### config.mk
export PLATFORM = sky130hd
export DESIGN_NAME = dbgmode_ctl
export DESIGN_NICKNAME = d
export VERILOG_FILES = /design/src/rtl/dbgmode_pkg.sv /design/src/rtl/dbgmode_ctx.sv /design/src/rtl/dbgmode_sr.sv /design/src/rtl/dbgmode_redir.sv /design/src/rtl/dbgmode_ctl.sv
export SDC_FILE = /design/constraint.sdc
export NUM_CORES = 1
export LEC_CHECK = 0
export ABC_CLOCK_PERIOD_IN_PS = 2500
export BUFFER_PORTS_ARGS = -buffer_cell sky130_fd_sc_hd__clkbuf_2
export CORE_MARGIN = 8
export CORE_UTILIZATION = 54
export DETAILED_ROUTE_END_ITERATION = 16
export GPL_TIMING_DRIVEN = 1
export PLACE_DENSITY_LB_ADDON = 0.08
export REMOVE_ABC_BUFFERS = 1
export SLEW_MARGIN = 20
export SYNTH_ARGS = -nofsm -noshare
export SYNTH_HDL_FRONTEND = slang
export SYNTH_SLANG_ARGS = --single-unit
### constraint.sdc
create_clock -name clk -period 2.5 [get_ports clk]
set_input_delay 0.5 -clock clk [delete_from_list [all_inputs] [get_ports clk]]
set_output_delay 0.5 -clock clk [all_outputs]
set_load 0.05 [all_outputs]
### src/rtl/dbgmode_pkg.sv
package dbgmode_pkg;
    typedef enum logic [1:0] {
        DEV_NONE   = 2'd0,
        DEV_ENTER  = 2'd1,
        DEV_RETURN = 2'd2
    } dbg_ev_e;
endpackage

### src/rtl/dbgmode_ctx.sv
module dbgmode_ctx
    import dbgmode_pkg::*;
#(
    parameter int PC_W = 16,
    parameter int SR_W = 8
) (
    input  logic            clk,
    input  logic            rst_n,
    input  dbg_ev_e         ev_i,
    input  logic [PC_W-1:0] cur_pc_i,
    input  logic [SR_W-1:0] cur_sr_i,
    output logic [PC_W-1:0] ret_pc_o,
    output logic [SR_W-1:0] ret_sr_o
);
    typedef struct packed {
        logic [PC_W-1:0] pc;
        logic [SR_W-1:0] sr;
    } ctx_t;

    ctx_t ctx_d, ctx_q;

    always_comb begin
        ctx_d = ctx_q;
        if (ev_i == DEV_ENTER) begin
            ctx_d.pc = cur_pc_i;
            ctx_d.sr = cur_sr_i;
        end
    end

    always_ff @(posedge clk) begin
        if (!rst_n) ctx_q <= '0;
        else        ctx_q <= ctx_d;
    end

    assign ret_pc_o = ctx_q.pc;
    assign ret_sr_o = ctx_q.sr;

    // saved context only moves on an accepted entry
    assert_ctx_hold_R6: assert property (@(posedge clk) disable iff (!rst_n)
        (ev_i != DEV_ENTER) |=> ($stable(ret_pc_o) && $stable(ret_sr_o)));
endmodule

### src/rtl/dbgmode_sr.sv
module dbgmode_sr
    import dbgmode_pkg::*;
#(
    parameter int              SR_W     = 8,
    parameter int              DBG_POS  = 7,
    parameter int              MODE_LSB = 0,
    parameter int              MODE_W   = 3,
    parameter int              EXC_MODE = 5,
    parameter logic [SR_W-1:0] RST_SR   = '0
) (
    input  logic            clk,
    input  logic            rst_n,
    input  dbg_ev_e         ev_i,
    input  logic            wr_i,
    input  logic [SR_W-1:0] wdata_i,
    input  logic [SR_W-1:0] ret_sr_i,
    output logic [SR_W-1:0] sr_o
);
    localparam logic [SR_W-1:0] D_MASK    = SR_W'(1) << DBG_POS;
    localparam logic [SR_W-1:0] MODE_MASK = SR_W'(((1 << MODE_W) - 1) << MODE_LSB);
    localparam logic [SR_W-1:0] EXC_BITS  = SR_W'(EXC_MODE << MODE_LSB) & MODE_MASK;

    typedef struct packed {
        logic [SR_W-1:0] sr;
    } sr_state_t;

    sr_state_t st_d, st_q;
    logic      in_dbg;

    assign in_dbg = st_q.sr[DBG_POS];

    always_comb begin
        st_d = st_q;
        unique case (ev_i)
            DEV_ENTER:  st_d.sr = (st_q.sr & ~MODE_MASK) | D_MASK | EXC_BITS;
            DEV_RETURN: st_d.sr = ret_sr_i & ~D_MASK;
            default: begin
                if (wr_i) begin
                    if (in_dbg) st_d.sr = (st_q.sr & ~MODE_MASK) | (wdata_i & MODE_MASK);
                    else        st_d.sr = wdata_i & ~D_MASK;
                end
            end
        endcase
    end

    always_ff @(posedge clk) begin
        if (!rst_n) st_q.sr <= RST_SR & ~D_MASK;
        else        st_q    <= st_d;
    end

    assign sr_o = st_q.sr;

    assert_entry_sets_d_R2: assert property (@(posedge clk) disable iff (!rst_n)
        (ev_i == DEV_ENTER) |=> (sr_o[DBG_POS] && ((sr_o & MODE_MASK) == EXC_BITS)));

    assert_return_clears_d_R4: assert property (@(posedge clk) disable iff (!rst_n)
        (ev_i == DEV_RETURN) |=> !sr_o[DBG_POS]);

    assert_dbg_write_mode_only_R8: assert property (@(posedge clk) disable iff (!rst_n)
        (in_dbg && ev_i == DEV_NONE) |=> (sr_o[DBG_POS] &&
            ((sr_o & ~MODE_MASK) == ($past(sr_o) & ~MODE_MASK))));

    assert_no_d_outside_R9: assert property (@(posedge clk) disable iff (!rst_n)
        (!in_dbg && ev_i != DEV_ENTER) |=> !sr_o[DBG_POS]);
endmodule

### src/rtl/dbgmode_redir.sv
module dbgmode_redir
    import dbgmode_pkg::*;
#(
    parameter int              PC_W       = 16,
    parameter logic [PC_W-1:0] HANDLER_PC = '0
) (
    input  logic            clk,
    input  logic            rst_n,
    input  dbg_ev_e         ev_i,
    input  logic [PC_W-1:0] ret_pc_i,
    output logic            vld_o,
    output logic [PC_W-1:0] pc_o
);
    typedef struct packed {
        logic            vld;
        logic [PC_W-1:0] pc;
    } rd_t;

    rd_t rd_d, rd_q;

    always_comb begin
        rd_d     = rd_q;
        rd_d.vld = 1'b0;
        unique case (ev_i)
            DEV_ENTER:  begin rd_d.vld = 1'b1; rd_d.pc = HANDLER_PC; end
            DEV_RETURN: begin rd_d.vld = 1'b1; rd_d.pc = ret_pc_i;   end
            default:    ;
        endcase
    end

    always_ff @(posedge clk) begin
        if (!rst_n) rd_q <= '0;
        else        rd_q <= rd_d;
    end

    assign vld_o = rd_q.vld;
    assign pc_o  = rd_q.pc;

    assert_pulse_one_cycle_R5: assert property (@(posedge clk) disable iff (!rst_n)
        (vld_o && ev_i == DEV_NONE) |=> !vld_o);

    assert_entry_target_R2: assert property (@(posedge clk) disable iff (!rst_n)
        (ev_i == DEV_ENTER) |=> (vld_o && pc_o == HANDLER_PC));
endmodule

### src/rtl/dbgmode_ctl.sv
module dbgmode_ctl
    import dbgmode_pkg::*;
#(
    parameter int              PC_W       = 16,
    parameter int              SR_W       = 8,
    parameter int              DBG_POS    = 7,
    parameter int              MODE_LSB   = 0,
    parameter int              MODE_W     = 3,
    parameter int              EXC_MODE   = 5,
    parameter int              USER_MODE  = 0,
    parameter logic [PC_W-1:0] HANDLER_PC = 16'hA000,
    parameter logic [SR_W-1:0] RST_SR     = 8'h00
) (
    input  logic            clk,
    input  logic            rst_n,
    input  logic            dbg_req_i,
    input  logic            dbg_ret_i,
    input  logic [PC_W-1:0] cur_pc_i,
    input  logic            sr_wr_i,
    input  logic [SR_W-1:0] sr_wdata_i,
    output logic            redir_vld_o,
    output logic [PC_W-1:0] redir_pc_o,
    output logic [SR_W-1:0] sr_o,
    output logic            priv_o
);
    localparam logic [MODE_W-1:0] USER_VAL = MODE_W'(USER_MODE);

    dbg_ev_e         ev;
    logic            in_dbg;
    logic [PC_W-1:0] ret_pc;
    logic [SR_W-1:0] ret_sr;
    logic [SR_W-1:0] sr_q;

    assign in_dbg = sr_q[DBG_POS];

    always_comb begin
        ev = DEV_NONE;
        if (in_dbg) begin
            if (dbg_ret_i) ev = DEV_RETURN;
        end else begin
            if (dbg_req_i) ev = DEV_ENTER;
        end
    end

    dbgmode_ctx #(.PC_W(PC_W), .SR_W(SR_W)) u_ctx (
        .clk      (clk),
        .rst_n    (rst_n),
        .ev_i     (ev),
        .cur_pc_i (cur_pc_i),
        .cur_sr_i (sr_q),
        .ret_pc_o (ret_pc),
        .ret_sr_o (ret_sr)
    );

    dbgmode_sr #(
        .SR_W(SR_W), .DBG_POS(DBG_POS), .MODE_LSB(MODE_LSB),
        .MODE_W(MODE_W), .EXC_MODE(EXC_MODE), .RST_SR(RST_SR)
    ) u_sr (
        .clk      (clk),
        .rst_n    (rst_n),
        .ev_i     (ev),
        .wr_i     (sr_wr_i),
        .wdata_i  (sr_wdata_i),
        .ret_sr_i (ret_sr),
        .sr_o     (sr_q)
    );

    dbgmode_redir #(.PC_W(PC_W), .HANDLER_PC(HANDLER_PC)) u_redir (
        .clk      (clk),
        .rst_n    (rst_n),
        .ev_i     (ev),
        .ret_pc_i (ret_pc),
        .vld_o    (redir_vld_o),
        .pc_o     (redir_pc_o)
    );

    assign sr_o   = sr_q;
    assign priv_o = in_dbg || (sr_q[MODE_LSB +: MODE_W] != USER_VAL);

    assert_req_ignored_in_dbg_R6: assert property (@(posedge clk) disable iff (!rst_n)
        (in_dbg && dbg_req_i && !dbg_ret_i) |=> (!redir_vld_o && sr_o[DBG_POS]));

    assert_ret_ignored_outside_R7: assert property (@(posedge clk) disable iff (!rst_n)
        (!in_dbg && dbg_ret_i && !dbg_req_i && !sr_wr_i) |=> (!redir_vld_o && $stable(sr_o)));

    assert_priv_in_dbg_R10: assert property (@(posedge clk) disable iff (!rst_n)
        (in_dbg && !dbg_ret_i) |=> priv_o);

    assert_return_target_R3: assert property (@(posedge clk) disable iff (!rst_n)
        (in_dbg && dbg_ret_i) |=> (redir_vld_o && redir_pc_o == $past(ret_pc)));
endmodule

==> results.toml, run 1 <==
[floorplanning]
num_rows = 21
io_pins = 55
coreArea_sq_mm = 0.00334
fp.dieH_um = 75.0
dieArea_sq_mm = 0.00563
initial_utilization = 0.564
die_width_um = 75.0

[cts]
cts.sinks = 48
htree_levels = 2
clock-root-buffer = "clkbuf_4"
cts.path.max_buffers = 2
cts_resized = 0
cts.clk_slew.worst_paths_ns = 0.13
cts_tree = "yes"
postCtsSetupBuffers = 0
clkLatencyLatePin_ns = 0.35
holdBufCountCts = 0
cts_buffers = 5

[power_and_ir_drop]
total_power_mw = 1.44
power_frac_seq = 0.578
power.leakage_nw = 0.914
switching_share = 0.287
comb_power_share = 0.168
p_per_area_mw_per_mm2 = 649
vdd_drop_max_v = 0.000388
p_sw_mw = 0.412
clkPwrFrac = 0.254
intPower_mw = 1.03

[logic_synthesis]
postSynth.asyncResetShare = 0
yosys-top-cells-area = "dfxtp_1, nand2_1, a21boi_0"
synth_edf_count = 0
synthTopCellsByCount = "nand2_1, dfxtp_1, a21boi_0"
ys_ff_latch = 48
syn_inst = 200
yosysMostFrequentCell = "nand2_1"
ys_seq_area_frac = 0.511
synth.distinct_cells = 30
ys.flop_type = "dfxtp_1"
synth_area_leader_cell = "dfxtp_1"
avgSynthCellArea_sq_um = 9.41
syn_area_sq_mm = 0.00188
synth_top_area_frac = 0.511
yosysWarningCount = 0

[run_status]
status = "complete, no violations"

[drt]
drt-initial-drc-count = 70
viasPerCell = 5.29
first_pass_iters = 4
drc = 0
routed_wl_mm = 4.41
vias = 1561
wl_per_cell_um = 14.9
ant_nets = 0

[global_route]
grt_pass1_wl_mm = 7.07
antenna_found_initial = 0
grt_overflow_total = 0
track_usage = 0.163
first_global_vias = 1577
grt_max_degree = 29

[finish]
diodes = 0
finish.utilization = 0.663
drive_gt1_frac = 0.277
nets = 277
syn_to_final_growth_pct = 17.6

[setup_path]
path_class = "register to primary output"
crit_path_start_kind = "register"
crit_path_end_kind = "primary output"
critical_path.max_fanout = 14
arrival_ns = 1.53
required_ns = 2.00
rr_worst_depth = 3

[timing]
fmax_mhz = 494
fin_crit_ns = 2.03
final-hold-violation-count = 0
slew_headroom = 0.455
tns_ns = 0
post-route-period-util = 0.810
maxSlewViolCount = 0
rsz0062_at_grt = "false"
setup_viol = 0
fin_skew_ns = 0.00773
worst_pin_slew_ns = 0.817

[placed_design]
gp_congestion = 0.748
dpl.hpwl_mm = 3.16
port_buffers = 53

[job]
drv_cap = 0

[worst_hold_path]
hp-class = "input port to register"
holdPathStages = 3
[layout make-up]
type / count / area, sq um
clock buffer: 8 / 58.8
fill: 302 / 1120
multi-input combinational: 136 / 841
sequential: 48 / 961
tap: 46 / 57.6
timing repair buffer: 57 / 295
[power by group through the flow]
stage          sequential, mW  clock [mW]  combinational (mW)
4_1_cts                 0.830       0.372               0.244
3_5_place_dp            0.847           0               0.243
2_1_floorplan           0.905           0              0.0961
3_3_place_gp            0.844           0               0.235
6_report                0.830       0.365               0.242
5_1_grt                 0.836       0.405               0.261
[path summary, 6_finish.rpt]
kind | from | end | slack, ns
min | cur_pc_i[5] | u_ctx.ret_pc_o[5]$_SDFFE_PN0P_ | 0.35
max reg2reg | register | u_redir.pc_o[2]$_SDFFE_PN0P_ | 0.70
max | register | priv_o | 0.47
min reg2reg | u_ctx.ret_sr_o[6]$_SDFFE_PN0P_ | u_ctx.ret_sr_o[6]$_SDFFE_PN0P_ | 0.47
[worst max-delay path: stages, from the launching register on]
cell and delay, ns:
dfxtp_1 0.48, or4_1 0.45, clkbuf_2 0.25
[through the flow]
step,setup slack [ns],instance area [sq um],cells,hold WS (ns)
after floorplan,0.516,1800,184,0.435
after global placement,0.681,2150,287,0.441
after detailed placement,0.629,2150,287,0.455
after CTS,0.474,2210,295,0.351
after global routing,0.404,2210,295,0.354
final,0.475,2210,295,0.355
[placed cells by master (no fill, tap or decap), types with 4 or more instances in the layout]
| master | instances |
|---|---|
| o221a_1 | 4 |
| clkbuf_4 | 5 |
| o21a_1 | 4 |
| nor2b_1 | 15 |
| a22oi_1 | 14 |
| buf_4 | 4 |
| a21boi_1 | 6 |
| dfxtp_1 | 48 |
| nand2b_1 | 5 |
| a21boi_0 | 18 |
| clkbuf_2 | 53 |
| nand2_1 | 52 |
[cell families after synthesis]
kind of cell	after synthesis	synth area share
multiplexers	2	0.0126
buffers and inverters	16	0.0439
flip-flops	48	0.511
AO/OA/AOI/OAI	54	0.231
AND/OR/NAND/NOR	80	0.201
[per-layer routing]
metal	wire length [um]	GRT usage
met5	0	0
met4	51	0.0652
met3	263	0.0466
met2	2160	0.271
met1	1940	0.191
(Power assumes the default switching activity.)
==> inputs of run 2 (changes only) <==
- ABC_AREA: default -> 1
- ABC_CLOCK_PERIOD_IN_PS: 2500 -> 1700
- CORE_UTILIZATION: 54 -> 45
- clock period: 2.5 -> 1.7 ns (I/O delays scaled with it)
==> results.toml, run 2 <==
[run_status]
status = "complete, no violations"

[timing]
slew_headroom = 0.662
final-hold-violation-count = 0
fin_skew_ns = 0.00604
maxSlewViolCount = 0
fin_crit_ns = 1.54
hold_slack_ns = 0.289
setup_ws_ns = 0.163
tns_ns = 0
setup_viol = 0
post-route-period-util = 0.904
rsz0062_at_grt = "false"
fmax_mhz = 651
worst_pin_slew_ns = 0.504

[drt]
vias = 1653
drc = 0
wl_per_cell_um = 12.2
routed_wl_mm = 4.21
ant_nets = 0
first_pass_iters = 4
viasPerCell = 4.79
drt-initial-drc-count = 84

[cts]
cts.sinks = 48
clkLatencyLatePin_ns = 0.30
clock-root-buffer = "clkbuf_8"
cts_resized = 0
holdBufCountCts = 0
cts_buffers = 5
cts.clk_slew.worst_paths_ns = 0.08
postCtsSetupBuffers = 0
htree_levels = 2
cts.path.max_buffers = 2
cts_tree = "yes"

[global_route]
track_usage = 0.140
grt_overflow_total = 0
grt_max_degree = 23
first_global_vias = 1594
grt_pass1_wl_mm = 7.05
antenna_found_initial = 0

[floorplanning]
die_width_um = 79.3
num_rows = 23
dieArea_sq_mm = 0.00629
io_pins = 55
coreArea_sq_mm = 0.00391
fp.dieH_um = 79.3
initial_utilization = 0.461

[placed_design]
dpl_worst_slack_ns = 0.285
place_area_sq_mm = 0.00214
port_buffers = 53
dpl.hpwl_mm = 3.03
gp_congestion = 0.723
dp_cells = 337

[finish]
final_common_cell = "clkbuf_2"
multiInputGateArea_sq_um = 737
finish.utilization = 0.572
diodes = 0
fin_area_sq_mm = 0.00224
layout_common_cells = "clkbuf_2, nand2_1, dfxtp_1"
syn_to_final_growth_pct = 24.1
finalNonFillerCells = 345
drive_gt1_frac = 0.254
nets = 323
seqCellArea_sq_um = 961
n_fill_cell = 420

[setup_path]
arrival_ns = 1.20
crit_path_end_kind = "primary output"
critPathBufInv = 1
crit_path_start_kind = "register"
cpPeakStageDelay_ns = 0.45
critical_path.max_fanout = 6
required_ns = 1.36
path_class = "register to primary output"
path_cells = "nor2_1, nand3_1, clkbuf_2"
cp_slowest_cell = "dfxtp_1"
critPathTopFamily = "flip-flops"

[logic_synthesis]
postSynth.asyncResetShare = 0
yosysWarningCount = 0
syn_inst = 238
yosysMostFrequentCell = "nand2_1"
synth_area_leader_cell = "dfxtp_1"
synth_top_area_frac = 0.533
synthTopCellsByCount = "nand2_1, dfxtp_1, nor2_1"
ys_seq_area_frac = 0.533
ys_ff_latch = 48
synth_edf_count = 0
yosys-top-cells-area = "dfxtp_1, nand2_1, nor2_1"
synth.distinct_cells = 19
avgSynthCellArea_sq_um = 7.58
syn_area_sq_mm = 0.00180
ys.flop_type = "dfxtp_1"

[power_and_ir_drop]
comb_power_share = 0.179
clkPwrFrac = 0.294
intPower_mw = 1.66
total_power_mw = 2.35
switching_share = 0.292
vdd_drop_max_v = 0.000623
p_sw_mw = 0.685
p_per_area_mw_per_mm2 = 1050
power_frac_seq = 0.527
power.leakage_nw = 1.03

[worst_hold_path]
hp-class = "input port to register"

[job]
drv_cap = 0
## run 2: cell count changes after synthesis, sizes merged, moves of 6 or more
cell	before	now
nor2	1	49
o21ai	0	27
a21oi	0	25
a21boi	24	0
nor2b	16	0
a22oi	14	0
inv	0	11
o221a	6	0
## run 2: final cells by class
class,count,share of cell area
inverter,12,0.0201
clock inverter,1,0.00336
clock buffer,7,0.0386
sequential,48,0.430
tap,50,0.0280
multi-input combinational,166,0.329
timing repair buffer,61,0.151
## run 2: worst reg2reg max path: stages, from the launching register on
cell,delay (ns)
dfxtp_1,0.38
nand2_1,0.12
inv_2,0.11
nor2_4,0.41
nand2_1,0.10
a21oi_1,0.14
## run 2: worst paths after layout
kind / from / endpoint / slack (ns) / cells past startpoint
setup / recovery: register / priv_o / 0.16 / 3
hold / removal: cur_pc_i[1] / u_ctx.ret_pc_o[1]$_SDFFE_PN0P_ / 0.29 / 3
setup reg to reg: register / u_redir.pc_o[0]$_SDFFE_PN0P_ / 0.36 / 5
hold reg to reg: u_ctx.ret_sr_o[5]$_SDFFE_PN0P_ / u_ctx.ret_sr_o[5]$_SDFFE_PN0P_ / 0.45 / 2
## run 2: power by group through the flow
| stage | clock, mW | sequential [mW] | combinational [mW] |
|---|---|---|---|
| after global routing | 0.762 | 1.25 | 0.469 |
| final | 0.689 | 1.24 | 0.420 |
| after global placement | 0 | 1.26 | 0.423 |
| after detailed placement | 0 | 1.26 | 0.425 |
| after floorplan | 0 | 1.36 | 0.178 |
| after CTS | 0.718 | 1.24 | 0.427 |
## run 2: cell families after synthesis
kind of cell / after synthesis / synth area share
DFF: 48 / 0.533
and+or+nand+nor: 114 / 0.261
AOI/OAI and AO/OA: 52 / 0.146
buffers and inverters: 24 / 0.0597
## run 2: routing by layer
layer / share of wire / GRT usage / routed length [um]
met5: 0 / 0 / 0
met4: 0.014 / 0.0500 / 58
met3: 0.075 / 0.0609 / 317
met2: 0.47 / 0.230 / 1970
met1: 0.44 / 0.158 / 1870
==> inputs of run 3 (changes only) <==
- REMOVE_ABC_BUFFERS: 1 -> default
==> results.toml, run 3 (synthesized netlist as in run 2, its figures left out) <==
[global_route]
antenna_found_initial = 0
grt_pass1_wl_mm = 6.89
grt_overflow_total = 0
first_global_vias = 1514
track_usage = 0.137
grt_max_degree = 20

[finish]
final_common_cell = "clkbuf_2"
nets = 323
n_fill_cell = 428
syn_to_final_growth_pct = 24.1
diodes = 0
finalNonFillerCells = 345
fin_area_sq_mm = 0.00224
finish.utilization = 0.572
layout_common_cells = "clkbuf_2, nand2_1, dfxtp_1"
drive_gt1_frac = 0.254

[power_and_ir_drop]
switching_share = 0.295
power.leakage_nw = 1.02
clkPwrFrac = 0.297
p_per_area_mw_per_mm2 = 1050
p_sw_mw = 0.696
vdd_drop_max_v = 0.000547
comb_power_share = 0.179
intPower_mw = 1.66
power_frac_seq = 0.524

[cts]
clkLatencyLatePin_ns = 0.30
cts_resized = 0
cts_buffers = 5
cts.sinks = 48
holdBufCountCts = 0
postCtsSetupBuffers = 0
htree_levels = 2
clock-root-buffer = "clkbuf_8"
cts_tree = "yes"
cts.path.max_buffers = 2
cts.clk_slew.worst_paths_ns = 0.09

[timing]
fin_crit_ns = 1.54
rsz0062_at_grt = "false"
setup_viol = 0
fin_skew_ns = 0.00532
maxSlewViolCount = 0
final-hold-violation-count = 0
worst_pin_slew_ns = 0.518
post-route-period-util = 0.908
fmax_mhz = 648
tns_ns = 0
slew_headroom = 0.653

[drt]
drc = 0
viasPerCell = 4.74
routed_wl_mm = 4.19
first_pass_iters = 4
ant_nets = 0
wl_per_cell_um = 12.2
vias = 1637
drt-initial-drc-count = 67

[floorplanning]
fp.dieH_um = 79.3
num_rows = 23
die_width_um = 79.3
dieArea_sq_mm = 0.00629
coreArea_sq_mm = 0.00391
io_pins = 55
initial_utilization = 0.461

[job]
drv_cap = 0

[setup_path]
cp_slowest_cell = "dfxtp_1"
crit_path_end_kind = "primary output"
critical_path.max_fanout = 6
cpPeakStageDelay_ns = 0.44
arrival_ns = 1.20
critPathBufInv = 1
critPathTopFamily = "flip-flops"
path_class = "register to primary output"
required_ns = 1.36
crit_path_start_kind = "register"
path_cells = "nor2_1, nand3_1, clkbuf_2"

[placed_design]
gp_congestion = 0.750
dp_cells = 337
place_area_sq_mm = 0.00214
dpl.hpwl_mm = 2.94
port_buffers = 53

[worst_hold_path]
hp-class = "input port to register"

[logic_synthesis]
syn-num-nets = 267

[run_status]
status = "complete, no violations"
[run 3: path summary, 6_finish.rpt]
| kind | cells past startpoint | endpoint | slack, ns | start |
|---|---|---|---|---|
| hold reg to reg | 2 | u_ctx.ret_sr_o[5]$_SDFFE_PN0P_ | 0.45 | u_ctx.ret_sr_o[5]$_SDFFE_PN0P_ |
| hold / removal | 2 | u_ctx.ret_sr_o[0]$_SDFFE_PN0P_ | 0.26 | dbg_req_i |
| setup reg to reg | 5 | u_redir.pc_o[6]$_SDFFE_PN0P_ | 0.25 | register |
| setup / recovery | 3 | priv_o | 0.16 | register |
[run 3: layout make-up]
| class | count | area [sq um] | area share |
|---|---|---|---|
| flip-flops and latches | 48 | 961 | 0.430 |
| multi-input cells | 166 | 737 | 0.329 |
| repair buffers | 61 | 338 | 0.151 |
| clock buffers | 7 | 86.3 | 0.0386 |
| well taps | 50 | 62.6 | 0.0280 |
| inverters | 12 | 45.0 | 0.0201 |
| clock inverters | 1 | 7.51 | 0.00336 |
[run 3: through the flow]
step                hold WS, ns  setup WS (ns)  power, mW
floorplan                 0.425          0.156       1.56
global placement          0.436          0.223       1.68
detailed placement        0.443          0.187       1.69
CTS                       0.251          0.145       2.39
global route              0.249          0.103       2.48
finish                    0.258          0.157       2.36
[run 3: worst register-to-register path, cell delays in order (launching register included)]
cell     delay (ns)
dfxtp_1        0.37
nand2_1        0.22
inv_2          0.12
nor2_4         0.42
nand2_1        0.10
a21oi_1        0.14
[run 3: power groups by stage]
stage          logic (mW)  clock network, mW  registers [mW]
2_1_floorplan       0.197                  0            1.36
3_3_place_gp        0.422                  0            1.26
5_1_grt             0.463              0.766            1.25
4_1_cts             0.427              0.724            1.24
3_5_place_dp        0.425                  0            1.26
6_report            0.422              0.699            1.24
[run 3: routing by layer]
layer	wire length (um)	global-route usage	vias up
met1	1840	0.155	708
met5	0	0	-
met2	2020	0.231	43
li1	-	-	879
met4	55	0.0500	0
met3	273	0.0497	7
